<file path="src/rtl/rank_sort_pkg.sv">
package rank_sort_pkg;
    typedef enum logic [2:0] {
        S_LOAD    = 3'd0,
        S_COPY    = 3'd1,
        S_COMPARE = 3'd2,
        S_SUM     = 3'd3,
        S_SCATTER = 3'd4,
        S_EMIT    = 3'd5,
        S_DONE    = 3'd6
    } sort_state_e;
endpackage

</file>
<file path="src/rtl/rank_cell_array.sv">
// N x N comparison grid: row key (bank B) against column key (bank C).
module rank_cell_array #(
    parameter int N = 6,
    parameter int W = 8
) (
    input  logic [N-1:0][W-1:0] row_keys,
    input  logic [N-1:0][W-1:0] col_keys,
    output logic [N-1:0][N-1:0] flags
);
    for (genvar g = 0; g < N; g++) begin : g_row
        for (genvar p = 0; p < N; p++) begin : g_col
            if (p <= g) begin : g_tie_low
                // equal keys with lower-or-same column index count
                assign flags[g][p] = (col_keys[p] <= row_keys[g]);
            end else begin : g_tie_high
                assign flags[g][p] = (col_keys[p] < row_keys[g]);
            end
        end
    end
endmodule

</file>
<file path="src/rtl/rank_row_sum.sv">
// Per-row population count of the comparison flags gives each key's rank.
module rank_row_sum #(
    parameter int N  = 6,
    parameter int RW = 3
) (
    input  logic [N-1:0][N-1:0]  flags,
    output logic [N-1:0][RW-1:0] ranks
);
    for (genvar g = 0; g < N; g++) begin : g_row
        always_comb begin
            ranks[g] = '0;
            for (int p = 0; p < N; p++) begin
                ranks[g] = ranks[g] + RW'(flags[g][p]);
            end
        end
    end
endmodule

</file>
<file path="src/rtl/rank_scatter.sv">
// Places each key in slot rank-1.
module rank_scatter #(
    parameter int N  = 6,
    parameter int W  = 8,
    parameter int RW = 3
) (
    input  logic [N-1:0][W-1:0]  keys,
    input  logic [N-1:0][RW-1:0] ranks,
    output logic [N-1:0][W-1:0]  slots
);
    for (genvar s = 0; s < N; s++) begin : g_slot
        always_comb begin
            slots[s] = '0;
            for (int g = 0; g < N; g++) begin
                if (ranks[g] == RW'(s + 1)) begin
                    slots[s] = slots[s] | keys[g];
                end
            end
        end
    end
endmodule

</file>
<file path="src/rtl/rank_sort_top.sv">
module rank_sort_top
    import rank_sort_pkg::*;
#(
    parameter int N = 6,
    parameter int W = 8
) (
    input  logic         clk,
    input  logic         rst_n,
    input  logic         in_valid,
    input  logic [W-1:0] in_key,
    output logic         out_valid,
    output logic [W-1:0] out_key,
    output logic         done
);
    localparam int RW = $clog2(N + 1);
    localparam int IW = (N > 1) ? $clog2(N) : 1;
    localparam logic [IW-1:0] LAST_IDX = IW'(N - 1);

    sort_state_e state_q, state_d;

    logic [IW-1:0]         idx_q;
    logic [N-1:0][W-1:0]   bank_b_q;
    logic [N-1:0][W-1:0]   bank_c_q;
    logic [N-1:0][N-1:0]   flags_d, flags_q;
    logic [N-1:0][RW-1:0]  rank_d, rank_q;
    logic [N-1:0][W-1:0]   sorted_d, sorted_q;

    rank_cell_array #(.N(N), .W(W)) u_cells (
        .row_keys (bank_b_q),
        .col_keys (bank_c_q),
        .flags    (flags_d)
    );

    rank_row_sum #(.N(N), .RW(RW)) u_sum (
        .flags (flags_q),
        .ranks (rank_d)
    );

    rank_scatter #(.N(N), .W(W), .RW(RW)) u_scatter (
        .keys  (bank_b_q),
        .ranks (rank_q),
        .slots (sorted_d)
    );

    // State register
    always_ff @(posedge clk or negedge rst_n) begin
        if (!rst_n) begin
            state_q <= S_LOAD;
        end else begin
            state_q <= state_d;
        end
    end

    // Next-state logic
    always_comb begin
        state_d = state_q;
        unique case (state_q)
            S_LOAD:    if (in_valid && idx_q == LAST_IDX) state_d = S_COPY;
            S_COPY:    state_d = S_COMPARE;
            S_COMPARE: state_d = S_SUM;
            S_SUM:     state_d = S_SCATTER;
            S_SCATTER: state_d = S_EMIT;
            S_EMIT:    if (idx_q == LAST_IDX) state_d = S_DONE;
            S_DONE:    state_d = S_LOAD;
            default:   state_d = S_LOAD;
        endcase
    end

    // Datapath registers, each phase gated by its state
    always_ff @(posedge clk or negedge rst_n) begin
        if (!rst_n) begin
            idx_q    <= '0;
            bank_b_q <= '0;
            bank_c_q <= '0;
            flags_q  <= '0;
            rank_q   <= '0;
            sorted_q <= '0;
        end else begin
            unique case (state_q)
                S_LOAD: begin
                    if (in_valid) begin
                        bank_b_q[idx_q] <= in_key;
                        idx_q <= (idx_q == LAST_IDX) ? '0 : idx_q + 1'b1;
                    end
                end
                S_COPY:    bank_c_q <= bank_b_q;
                S_COMPARE: flags_q  <= flags_d;
                S_SUM:     rank_q   <= rank_d;
                S_SCATTER: begin
                    sorted_q <= sorted_d;
                    idx_q    <= '0;
                end
                S_EMIT:    idx_q <= (idx_q == LAST_IDX) ? '0 : idx_q + 1'b1;
                S_DONE:    idx_q <= '0;
                default:   idx_q <= '0;
            endcase
        end
    end

    // Outputs
    always_comb begin
        out_valid = 1'b0;
        out_key   = '0;
        done      = 1'b0;
        unique case (state_q)
            S_EMIT: begin
                out_valid = 1'b1;
                out_key   = sorted_q[idx_q];
            end
            S_DONE:  done = 1'b1;
            default: ;
        endcase
    end
endmodule

</file>
<file path="config.mk">
export PLATFORM = sky130hd
export DESIGN_NAME = rank_sort_top
export DESIGN_NICKNAME = d
export VERILOG_FILES = /design/src/rtl/rank_sort_pkg.sv /design/src/rtl/rank_cell_array.sv /design/src/rtl/rank_row_sum.sv /design/src/rtl/rank_scatter.sv /design/src/rtl/rank_sort_top.sv
export SDC_FILE = /design/constraint.sdc
export NUM_CORES = 1
export LEC_CHECK = 0
export ABC_AREA = 1
export BUFFER_PORTS_ARGS = -buffer_cell sky130_fd_sc_hd__buf_2
export CORE_MARGIN = 5
export CORE_UTILIZATION = 50
export DETAILED_ROUTE_END_ITERATION = 6
export HOLD_SLACK_MARGIN = 0.12
export PLACE_DENSITY_LB_ADDON = 0.1
export SETUP_SLACK_MARGIN = 0.3
export SYNTH_ARGS = -nofsm -noshare
export SYNTH_HDL_FRONTEND = slang
export SYNTH_HIERARCHICAL = 1
export SYNTH_SLANG_ARGS = --single-unit
</file>
<file path="constraint.sdc">
create_clock -name clk -period 3.4 [get_ports clk]
set_input_delay 0.68 -clock clk [delete_from_list [all_inputs] [get_ports clk]]
set_output_delay 0.68 -clock clk [all_outputs]
set_load 0.01 [all_outputs]
</file>
### Word level (Yosys, flattened, before mapping)

Index checks and enable logic that the tools add are counted.

| operators by class | value |
|---|---|
| reduce and logical (&&, ||, !) cells | 7 |
| $add $sub $neg | 31 |
| order comparisons | 38 |
| bitwise logic cells | 31 |
| equality and inequality tests | 46 |
| mux-type cells | 50 |

Operators by type and width:

| operator | number |
|---|---|
| 8-bit two-way mux | 39 |
| 8-bit bitwise OR | 30 |
| 8-bit less-or-equal comparator | 21 |
| 8-bit < comparator | 15 |
| 3-bit by 1-bit adder with 3-bit output | 24 |
| 3-bit equality test (second input constant) | 22 |
| 48-bit bitwise mux | 1 |
| 3-bit by 2-bit equality test with 1-bit output (second input constant) | 14 |
| 8-bit binary-select mux with 3-bit select | 1 |
| 8-bit demux with 3-bit select | 1 |
| 3-bit by 1-bit equality test with 1-bit output (second input constant) | 7 |
| 3-bit one-hot mux with 6 select lines | 1 |
| 1-bit by 1-bit adder with 2-bit output | 6 |
| 3-bit two-way mux | 4 |
| 3-bit one-hot mux with 3 select lines | 1 |
| 2-bit != test (second input constant) | 3 |
| 2-bit AND reduction | 3 |
| 3-bit by 4-bit < comparator with 1-bit output (second input constant) | 1 |
| 3-bit by 1-bit adder with 3-bit output (second input constant) | 1 |
| 3-bit by 1-bit >= comparator with 1-bit output (second input constant) | 1 |
| 3-bit logical NOT | 1 |
| 3-bit OR reduction | 1 |
| 1-bit logical AND | 2 |
| 1-bit two-way mux | 2 |
| 1-bit inverter | 1 |

| word-level totals | value |
|---|---|
| output and inout bits | 10 |
| input port bits | 11 |
| logic and storage cells | 235 |
| register bits | 204 |

### Logic depth before layout (Yosys ltp)

| logic depth | value |
|---|---|
| depth after elaboration | 12 |
| mapped depth | 11 |
| gate-level depth less buffers | 11 |

### Modules after synthesis

Netlist, hierarchy kept.

Modules (own cells, without submodules):

| module | sequential area each (µm²) | instances | area each (µm²) | cells each |
|---|---|---|---|---|
| rank_sort_top | 5104.9 | 1 | 8475.6 | 976 |
| rank_cell_array | 0.0 | 1 | 6246.0 | 918 |
| rank_scatter | 0.0 | 1 | 3093.0 | 646 |
| rank_row_sum | 0.0 | 1 | 570.5 | 60 |

### Worst setup path after synthesis

Ideal clock, no wire load.

| path | value |
|---|---|
| kind | reg-to-reg |
| start | register flags_q[30] in the netlist's numbering |
| end | register rank_q[16] in the netlist's numbering |
| clock period less this slack | 2.414 ns |
| setup time | 0.125 ns |
| arrival time | 2.289 ns |
| required time | 3.275 ns |
| path slack | 0.986 ns |
| stages on the path, launching flop included | 8 |
| buffers on the path | 0 |
| cells stage by stage | dfrtp_1 -> fa_1 -> inv_1 -> fa_1 -> inv_1 -> ha_1 -> fa_1 -> mux2_2 |

RTL lines:

| what | RTL line | RTL |
|---|---|---|
| start, declared | rank_sort_top.sv:24 | `logic [N-1:0][N-1:0] flags_d, flags_q;` |
| start signal, assigned | rank_sort_top.sv:87 | `S_COMPARE: flags_q <= flags_d;` |
| end signal, assigned | rank_sort_top.sv:88 | `S_SUM: rank_q <= rank_d;` |
| end, declared | rank_sort_top.sv:25 | `logic [N-1:0][RW-1:0] rank_d, rank_q;` |

### Final worst setup path

| path | value |
|---|---|
| start | register idx_q[0] |
| end | output out_key[2] |

| between the ends | value |
|---|---|
| cells in the longest elaborated chain, start to end | 3 |

Ends and longest elaborated chain:

| what | RTL line | RTL |
|---|---|---|
| start, declared | rank_sort_top.sv:21 | `logic [IW-1:0] idx_q;` |
| start signal, assigned | rank_sort_top.sv:83 | `idx_q <= (idx_q == LAST_IDX) ? '0 : idx_q + 1'b1;` |
| start signal, assigned | rank_sort_top.sv:93 | `S_EMIT: idx_q <= (idx_q == LAST_IDX) ? '0 : idx_q + 1'b1;` |
| 8-bit binary-select mux with 3-bit select | rank_sort_top.sv:108 | `out_key = sorted_q[idx_q];` |
| 8-bit two-way mux (implied by the code) | rank_sort_top.sv:108 |  |
| 8-bit two-way mux | rank_sort_top.sv:105 | `unique case (state_q)` |
| end, declared | rank_sort_top.sv:12 | `output logic [W-1:0] out_key,` |

Every way passes these cells. The select of a mux whose other input is x is not followed.

==> results.cfg <==
[outcome]
status = finished, violations left
violations = design-rule violations

[global_route]
grt_usage_pct = 34.2
grt_pass1_wl_um = 107000
first_global_vias = 17200
grt_max_degree = 97
antenna_found_initial = 0
overflow = 0

[synthesis]
ys_warn_count = 6
syn_nets = 2908
ys_seq_area_share_pct = 27.8
synth-seq-cells = 204
synth-edff-count = 0
async_flop_share_pct = 100
synthCells = 2600
yosysUniqueCellTypes = 28
syn_area_um2 = 18400
avgSynthCellArea_um2 = 7.07
ys.flop_type = dfrtp_1

[sta]
fmax_ghz = 0.351
hold_viol = 0
finalCriticalPeriod_ps = 2840
setup_viol = 0
fin_setup_tns_ps = 0
min_period_over_period_pct = 83.7
rsz0062_at_grt = no
hold_ws_ps = 114
worst_pin_slew_ps = 1120
drv_slew = 0
slew_headroom_pct = 24.9
clock_skew_ps = 23.2

[layout]
layout.cells.non_filler = 3090
syn_to_final_growth_pct = 8.70
final_cell_mix = nand2_1 (829), inv_1 (349), ha_1 (279)
layout_commonest_cell = nand2_1
antenna-diode-count = 0
fin_nets = 2910
final_layout_size_suffix_gt1_share_pct = 7.21

[setup_path]
slowest_stage = dfrtp_1
startpoint_type = register
worst_ep_arrival_time_ps = 2160
cp-endpoint = out_key[2]
path_cells = inv_1, nand2_1, nand2_1, nand3_1, nand3_1, nand2_1, inv_1, buf_2
ff2ff_setup_slack_ps = 850
reg2reg_from = flags_q[6]$_DFFE_PN0P_
critPathKind = reg -> out
ff2ff_path_depth = 7
path_common_cell = nand2_1
critPathRequiredTime_ps = 2720
max_stage_delay_ps = 520
crit_fanout = 20
worstSetupEndpointType = output port
r2r-end = rank_q[4]$_DFFE_PN0P_
crit_start = idx_q[0]$_DFFE_PN0P_

[min_path]
hp-class = in -> async

[clock_tree]
hold_buffers = 0
clockBufferDepth = 3
clkTransAtPathRegs_ps = 60
cts_made_buffers = 26
clkSinkCount = 204
clkLatencyLatePin_ps = 560
root_buffer = clkbuf_16
htree_levels = 1
postCtsSetupBuffers = 0
cts_tree = built
postCtsResizedCells = 0

[run]
cap_violations = 0

[route]
ant_nets = 0
drc_errors = 5
num_vias = 18500
totalWireLength_um = 71200
dr.pass1.iters = 7
post_drt_via_cell_ratio = 5.98
drt_iter0_drc = 2335
wl_per_cell_um = 23.0

[floorplan]
dieArea_um2 = 40700
die_y_um = 202
die_x_um = 202
start_util_pct = 50.5
fp-row-count = 70
core-area_um2 = 36400
io_pins = 21

[place]
globalplace.congestion = 0.976
hpwlAfterDp_um = 52700
port-buffer-count = 20
placed_cells = 3042
-- final cells by class --
class                           instances  area [um^2]
Clock inverter                         16          193
Multi-Input combinational cell       1925        11400
Clock buffer                           32          713
Inverter                              362         1360
Timing Repair Buffer                   83          594
Sequential cell                       204         5100
Fill cell                            3536        16500
Tap cell                              468          586
-- cells in the mapped netlist, types with 4 or more instances --
cell type  count  area share (%)
ha_1         279              19
nand4_1      213             7.2
nor2_1        98             2.0
dfrtp_1      204              28
nor3_2         6            0.33
or2_2          8            0.27
clkbuf_1      41            0.84
buf_4          6            0.24
a21oi_1      128             3.5
buf_1          8            0.16
o21ai_1        4            0.11
o21a_1        21            0.86
a21oi_2        7            0.33
o21ai_0      172             4.7
mux2_2        18             1.1
buf_2         54             1.5
inv_2         12            0.24
nor2_4         4            0.24
nand2_1      829              17
nand3_1       88             2.4
o21bai_1      21            0.86
fa_1          18             2.0
nor3_1         8            0.22
inv_1        349             7.1
-- flip-flops by register name (all words and copies together), names as in the netlist --
signal	cells
bank_b_q	48
bank_c_q	48
flags_q	36
idx_q	3
rank_q	18
sorted_q	48
state_q	3
-- how the worst min path moves through the flow --
stage / slack [ps] / start / endpoint / cells after the start
final: 110 / rst_n / flags_q[4]$_DFFE_PN0P_ / 1
after global routing: 140 / rst_n / flags_q[4]$_DFFE_PN0P_ / 1
after CTS: 150 / rst_n / flags_q[4]$_DFFE_PN0P_ / 1
after detailed placement: 450 / sorted_q[4]$_DFFE_PN0N_ / sorted_q[4]$_DFFE_PN0N_ / 2
after global placement: 450 / sorted_q[2]$_DFFE_PN0N_ / sorted_q[2]$_DFFE_PN0N_ / 2
after floorplan: 380 / rst_n / bank_b_q[0]$_DFFE_PN0P_ / 0
-- metal layers --
layer,up-vias,part of all wire [%],global-route usage [%]
met3,211,12,9.65
li1,8602,-,-
met2,1049,42,50.0
met1,8621,42,48.0
met5,-,0,0
met4,0,4.7,13.3
-- worst max-delay path, delay by kind of cell (launching register included) --
kind,cells,cell delay [ps]
DFF,1,520
and+or+nand+nor,5,440
buffers and inverters,3,640
-- through the flow --
stage	cell area (um^2)	setup slack [ps]	util (%)
final	20000	555	54.8
after global routing	20000	344	54.8
after CTS	20000	388	54.8
after detailed placement	19100	882	52.4
after global placement	19100	937	52.4
after floorplan	18400	986	-
-- logic make-up (layout without fill, tap and decap cells) --
kind of cell,count (synthesis),count (layout),synth area share [%]
adders and majority gates,297,297,20.9
muxes,18,18,1.10
buffers and inverters,471,493,10.1
AOI/OAI and AO/OA,354,354,10.4
and+or+nand+nor,1256,1256,29.7
DFF,204,204,27.8
Power is left out: the tool's default activity adds up to more than one toggle a clock period on the data nets, which glitch-free logic cannot reach.
